## config.mk

```make
export PLATFORM = sky130hd
export DESIGN_NAME = gs_frame_seq
export DESIGN_NICKNAME = d
export VERILOG_FILES = /design/src/rtl/gs_frame_seq.sv
export SDC_FILE = /design/constraint.sdc
export NUM_CORES = 1
export LEC_CHECK = 0
export ABC_AREA = 1
export BUFFER_PORTS_ARGS = -buffer_cell sky130_fd_sc_hd__buf_2
export CAP_MARGIN = 20
export CORE_ASPECT_RATIO = 2
export CORE_MARGIN = 2
export CORE_UTILIZATION = 50
export CTS_CLUSTER_SIZE = 8
export DETAILED_ROUTE_END_ITERATION = 12
export PLACE_DENSITY = 0.68
export REMOVE_ABC_BUFFERS = 1
export SLEW_MARGIN = 10
export SYNTH_ARGS = -nofsm -noshare
export SYNTH_HDL_FRONTEND = slang
export SYNTH_SLANG_ARGS = --single-unit
```

## constraint.sdc

```tcl
create_clock -name clk -period 4.8 [get_ports clk]
set_clock_uncertainty 0.05 [all_clocks]
set_input_delay 0.96 -clock clk [delete_from_list [all_inputs] [get_ports clk]]
set_output_delay 0.96 -clock clk [all_outputs]
set_load 0.02 [all_outputs]
```

## src/rtl/gs_frame_seq.sv

```systemverilog
module gs_frame_seq #(
  parameter int CW      = 16,
  parameter int ROWS    = 2048,
  parameter int COLS    = 2048,
  parameter int OVH_MIN = 625,
  parameter int OVH_MAX = 1025,
  parameter int PRE_MIN = 375,
  parameter int PRE_MAX = 750,
  parameter int SMP_MIN = 625,
  parameter int SMP_MAX = 1000,
  parameter int OVL_MIN = 250,
  parameter int GAP_MIN = 25,
  parameter int INT_MIN = 125,
  parameter int DS_MIN  = 250,
  localparam int RW = (ROWS > 1) ? $clog2(ROWS) : 1,
  localparam int KW = $clog2(COLS + 1)
) (
  input  logic          clk,
  input  logic          rst_n,
  input  logic          trig,
  input  logic [CW-1:0] ovh_len,
  input  logic [CW-1:0] pre_dly,
  input  logic [CW-1:0] pre_len,
  input  logic [CW-1:0] smp_dly,
  input  logic [CW-1:0] smp_len,
  input  logic [CW-1:0] int_len,
  input  logic [CW-1:0] rst_len,
  input  logic          ds_en,
  input  logic [CW-1:0] ds_dly,
  input  logic [CW-1:0] ds_len,
  output logic          boost_n,
  output logic          pchg,
  output logic          smpl,
  output logic          pd_rst,
  output logic          ds_rst,
  output logic          line_sync,
  output logic          pix_stb,
  output logic [RW-1:0] row_idx,
  output logic [KW-1:0] col_idx,
  output logic          done,
  output logic          busy,
  output logic          cfg_err
);
  localparam int XW = CW + 2;

  typedef enum logic [1:0] {EX_IDLE, EX_RST, EX_INT, EX_WAIT} ex_t;
  typedef enum logic [1:0] {XF_IDLE, XF_XFER, XF_READ, XF_DONE} xf_t;

  ex_t ex_st;
  xf_t xf_st;
  logic [XW-1:0] ex_cnt, r_wait;
  logic [CW-1:0] xf_cnt;
  logic [RW-1:0] row;
  logic [KW-1:0] col;
  logic [CW-1:0] r_ovh, r_pdly, r_plen, r_sdly, r_slen, r_rst, r_dsdly, r_dslen;
  logic          r_dsen;

  // configuration check on the raw inputs
  logic [XW-1:0] x_ovh, x_pd, x_pl, x_sd, x_sl, x_dd, x_dl;
  logic [XW-1:0] e_p, e_s, ov_lo, ov_hi, int_eff, wait_w;
  logic          bad;

  assign x_ovh = XW'(ovh_len);
  assign x_pd  = XW'(pre_dly);
  assign x_pl  = XW'(pre_len);
  assign x_sd  = XW'(smp_dly);
  assign x_sl  = XW'(smp_len);
  assign x_dd  = XW'(ds_dly);
  assign x_dl  = XW'(ds_len);
  assign e_p   = x_pd + x_pl;
  assign e_s   = x_sd + x_sl;
  assign ov_lo = (x_pd > x_sd) ? x_pd : x_sd;
  assign ov_hi = (e_p < e_s) ? e_p : e_s;
  assign int_eff = (XW'(int_len) < XW'(INT_MIN)) ? XW'(INT_MIN) : XW'(int_len);
  assign wait_w  = int_eff - x_sd;

  assign bad = (x_ovh < XW'(OVH_MIN)) || (x_ovh > XW'(OVH_MAX))
            || (x_pl < XW'(PRE_MIN))  || (x_pl > XW'(PRE_MAX))
            || (x_sl < XW'(SMP_MIN))  || (x_sl > XW'(SMP_MAX))
            || (e_p > x_ovh) || (e_s > x_ovh)
            || (x_ovh <= x_sd + XW'(GAP_MIN))
            || (ov_hi <= ov_lo + XW'(OVL_MIN))
            || (int_eff <= x_sd)
            || (rst_len == '0)
            || (ds_en && ((x_dl < XW'(DS_MIN)) || (x_dd + x_dl > wait_w)));

  logic accept, go, xstart;
  assign accept = trig && (ex_st == EX_IDLE) && (xf_st != XF_XFER);
  assign go     = ((ex_st == EX_INT) && (ex_cnt == r_wait - XW'(1))) || (ex_st == EX_WAIT);
  assign xstart = go && (xf_st == XF_IDLE);

  always_ff @(posedge clk or negedge rst_n) begin
    if (!rst_n) begin
      ex_st   <= EX_IDLE;
      xf_st   <= XF_IDLE;
      ex_cnt  <= '0;
      xf_cnt  <= '0;
      row     <= '0;
      col     <= '0;
      cfg_err <= 1'b0;
      r_wait  <= '0;
      r_ovh   <= '0;
      r_pdly  <= '0;
      r_plen  <= '0;
      r_sdly  <= '0;
      r_slen  <= '0;
      r_rst   <= '0;
      r_dsen  <= 1'b0;
      r_dsdly <= '0;
      r_dslen <= '0;
    end else begin
      case (ex_st)
        EX_IDLE: if (accept) begin
          cfg_err <= bad;
          if (!bad) begin
            ex_st   <= EX_RST;
            ex_cnt  <= '0;
            r_wait  <= wait_w;
            r_ovh   <= ovh_len;
            r_pdly  <= pre_dly;
            r_plen  <= pre_len;
            r_sdly  <= smp_dly;
            r_slen  <= smp_len;
            r_rst   <= rst_len;
            r_dsen  <= ds_en;
            r_dsdly <= ds_dly;
            r_dslen <= ds_len;
          end
        end
        EX_RST: if (ex_cnt == XW'(r_rst) - XW'(1)) begin
          ex_st  <= EX_INT;
          ex_cnt <= '0;
        end else ex_cnt <= ex_cnt + XW'(1);
        EX_INT: if (go) ex_st <= xstart ? EX_IDLE : EX_WAIT;
                else    ex_cnt <= ex_cnt + XW'(1);
        EX_WAIT: if (xstart) ex_st <= EX_IDLE;
        default: ex_st <= EX_IDLE;
      endcase

      case (xf_st)
        XF_IDLE: if (xstart) begin
          xf_st  <= XF_XFER;
          xf_cnt <= '0;
        end
        XF_XFER: if (xf_cnt == r_ovh - CW'(1)) begin
          xf_st <= XF_READ;
          row   <= '0;
          col   <= '0;
        end else xf_cnt <= xf_cnt + CW'(1);
        XF_READ: if (col == KW'(COLS)) begin
          col <= '0;
          if (row == RW'(ROWS - 1)) xf_st <= XF_DONE;
          else row <= row + RW'(1);
        end else col <= col + KW'(1);
        default: xf_st <= XF_IDLE;
      endcase
    end
  end

  logic in_xfer;
  assign in_xfer   = (xf_st == XF_XFER);
  assign boost_n   = !in_xfer;
  assign pchg      = in_xfer && (xf_cnt >= r_pdly) && (XW'(xf_cnt) < XW'(r_pdly) + XW'(r_plen));
  assign smpl      = in_xfer && (xf_cnt >= r_sdly) && (XW'(xf_cnt) < XW'(r_sdly) + XW'(r_slen));
  assign pd_rst    = (ex_st == EX_RST);
  assign ds_rst    = (ex_st == EX_INT) && r_dsen && (ex_cnt >= XW'(r_dsdly))
                   && (ex_cnt < XW'(r_dsdly) + XW'(r_dslen));
  assign line_sync = (xf_st == XF_READ) && (col == '0);
  assign pix_stb   = (xf_st == XF_READ) && (col != '0);
  assign row_idx   = row;
  assign col_idx   = pix_stb ? col - KW'(1) : '0;
  assign done      = (xf_st == XF_DONE);
  assign busy      = (ex_st != EX_IDLE) || (xf_st != XF_IDLE);

  assert_enclose_R2: assert property (@(posedge clk) disable iff (!rst_n)
    (pchg || smpl) |-> !boost_n);
  assert_reset_outside_R6: assert property (@(posedge clk) disable iff (!rst_n)
    pd_rst |-> boost_n);
  assert_ds_in_integ_R7: assert property (@(posedge clk) disable iff (!rst_n)
    ds_rst |-> (boost_n && !pd_rst));
  assert_readout_R8: assert property (@(posedge clk) disable iff (!rst_n)
    (line_sync || pix_stb) |-> (boost_n && !(line_sync && pix_stb)));
  assert_done_pulse_R9: assert property (@(posedge clk) disable iff (!rst_n)
    done |=> !done);
  assert_busy_R9: assert property (@(posedge clk) disable iff (!rst_n)
    (!boost_n || pd_rst || done) |-> busy);
  assert_xfer_waits_R10: assert property (@(posedge clk) disable iff (!rst_n)
    $fell(boost_n) |-> $past(!line_sync && !pix_stb));
endmodule

```

==> impl_metrics.ini <==
[sta]
finalCriticalPeriod_ns = 6.08
rsz0062_at_grt = yes
worst_pin_slew_ns = 1.10
hold_violations = 0
drv_slew = 0
fin_ws_ns = -1.28
whs_ns = 0.341
finalCritPeriodShare_pct = 127
slew_headroom_pct = 26.3
finalSetupViolCount = 169
fmax_mhz = 165

[power]
powerDensity_mw_per_mm2 = 200
p_leak_nw = 15.8
power_mw = 6.16
ir_drop_uv = 247

[synth]
yosys.area.top_type = dfrtp_1
async_flop_share_pct = 100
synth.distinct_cells = 59
syn_inst = 3352
synth_top_area_share_pct = 22.6
yosys_register_bits = 208
synthTopCellsByCount = nand2_1, inv_1, ha_1
avgSynthCellArea_um2 = 6.88
synthTopCellsByArea = dfrtp_1, ha_1, nand2_1, inv_1, xor2_1
synthFlopType = dfrtp_1
syn_area_mm2 = 0.0231
synth_edf_count = 0
yosysSeqAreaShare_pct = 22.6
yosysWarningCount = 0
synth.most_common_cell = nand2_1

[routing]
ant_nets = 0
dr_total_vias = 25000
first_iter_violations = 1288
drc = 0
wl_um = 87700
wl_per_cell_um = 19.6
viasPerCell = 5.58
drt-pass1-iter-count = 5

[global_routing]
grt_overflow = 0
grt_max_degree = 93
grtUsageTotal_pct = 34.2
antenna_found_initial = 3
grt_first_pass_wirelength_um = 127000
grt_pass1_vias = 24500

[placed_design]
port_buffers = 180
place_congestion = 1.04
place_inst = 4370
dp_hpwl_um = 66100

[die]
fp-row-count = 111
dieArea_mm2 = 0.0480
die_y_um = 308
die_w_um = 156
core_mm2 = 0.0457
boundaryPins = 181
start_util_pct = 50.5

[worst_setup_path]
cp-start-kind = input pin
required_ns = 5.23
crit_type = in2reg
worstPathMaxFanout = 7
cp_slowest_stage_delay_ns = 0.35
arrival_ns = 6.51
crit_path_end_kind = flop
slowest_stage = ha_1

[clock_network]
clockBufferDepth = 3
cts.sinks = 208
clk_pin_slew_worst_paths_ns = 0.05
cts_buffers = 29
clk_latency_ns = 0.59
root_buffer = clkbuf_16
ctsHoldBuffers = 0
htree_levels = 1
cts_tree = done

[final_layout]
area_delta_synth_final_pct = 33.2
nets = 4402
multi_input_area_mm2 = 0.0171
final_util_pct = 67.2
final_cells = 4476
nFillCells = 3934
regArea_mm2 = 0.00521
drive_gt1_share_pct = 26.3

[flow_run]
drv_cap = 0

[hold_path]
min_path_type = in2async

[status]
status = finished, violations left
violations = setup timing
## power breakdown
group / internal [mW] / total, mW / switching, mW
sequential: 1.76 / 1.76 / 0.00000290
clock: 1.06 / 1.86 / 0.809
combinational: 1.15 / 2.54 / 1.39
total: 3.96 / 6.16 / 2.20
## through the flow
stage / setup TNS (ns) / setup WS (ns) / cell area (um2)
CTS: -167.53 / -1.05 / 28600
finish: -195.70 / -1.28 / 30700
detailed placement: -356.44 / -2.23 / 27000
floorplan: -499.69 / -3.78 / 22600
global placement: -353.13 / -2.21 / 27000
global route: -244.79 / -1.52 / 30700
## cell type report
class	count	share of cell area (%)
Clock buffer	29	2.36
Multi-Input combinational cell	2517	55.5
Antenna cell	2	0.0163
Tap cell	565	2.30
Inverter	549	6.77
Timing Repair Buffer	605	16.0
Clock inverter	1	0.0652
Sequential cell	208	17.0
## timing repair
action / in CTS / in global routing
setup endpoints to repair: 170 / 170
cloned: 12 / 21
resized for setup: 126 / 437
pin swaps: 31 / 110
buffers inserted: 16 / 25
## kinds of logic (layout without fill, tap and decap cells)
group	after synthesis	in the layout	share of synthesized area [%]
AO/OA/AOI/OAI	563	563	13.4
XOR/XNOR	232	232	8.87
adder cells (fa/ha/maj)	344	344	18.9
buffers and inverters	631	1184	10.8
flip-flops	208	208	22.6
other	0	2	0
AND/OR/NAND/NOR	1374	1378	25.5
## critical path, delay by kind of cell
family          cells  cell delay, ns
compound gates      9            1.19
xor+xnor            1            0.18
fa+ha+maj           4            1.15
buf+inv            11            1.50
simple gates       15            1.47
## layout by cell type, fill, tap and decap left out, types with 91 or more instances in the layout
cell type | synthesis | layout
a21oi_1 | 211 | 193
o21ai_2 | 1 | 95
nor2_1 | 229 | 207
nand2_1 | 754 | 635
nand3_1 | 188 | 161
xor2_1 | 169 | 167
buf_4 | 13 | 371
inv_1 | 541 | 533
ha_1 | 337 | 324
dfrtp_1 | 208 | 206
o21ai_0 | 185 | 91
buf_2 | 22 | 171
## final timing paths
check,start,endpoint,slack [ns],cells after the start
hold / removal,rst_n,xf_cnt[1]$_DFFE_PN0P_,0.34,1
setup reg to reg,xf_st[1]$_DFFE_PN0P_,r_pdly[10]$_DFFE_PN0P_,1.25,18
max in group asynchronous,rst_n,ex_cnt[16]$_DFFE_PN0P_,3.33,2
setup / recovery,pre_dly[0],r_slen[1]$_DFFE_PN0P_,-1.28,40
hold reg to reg,r_slen[9]$_DFFE_PN0P_,r_slen[9]$_DFFE_PN0P_,0.42,1
min in group clk,r_slen[9]$_DFFE_PN0P_,r_slen[9]$_DFFE_PN0P_,0.42,1
## metal layers
layer / track usage [%] / wire [um]
met1: 29.7 / 27400
met2: 66.4 / 46700
met3: 3.64 / 3550
met4: 31.1 / 10100
met5: 0 / 12
## state kept, by name, summed over array words and instances, names as in the netlist
name and cells:
xf_st 2, cfg_err 1, r_ovh 16, r_dsen 1, r_rst 16, col 12
r_dslen 16, r_slen 16, xf_cnt 16, r_plen 16, ex_st 2, r_wait 17
r_sdly 16, r_dsdly 16, row_idx 11, r_pdly 16, ex_cnt 18
Power figures use the tool's default switching activity.
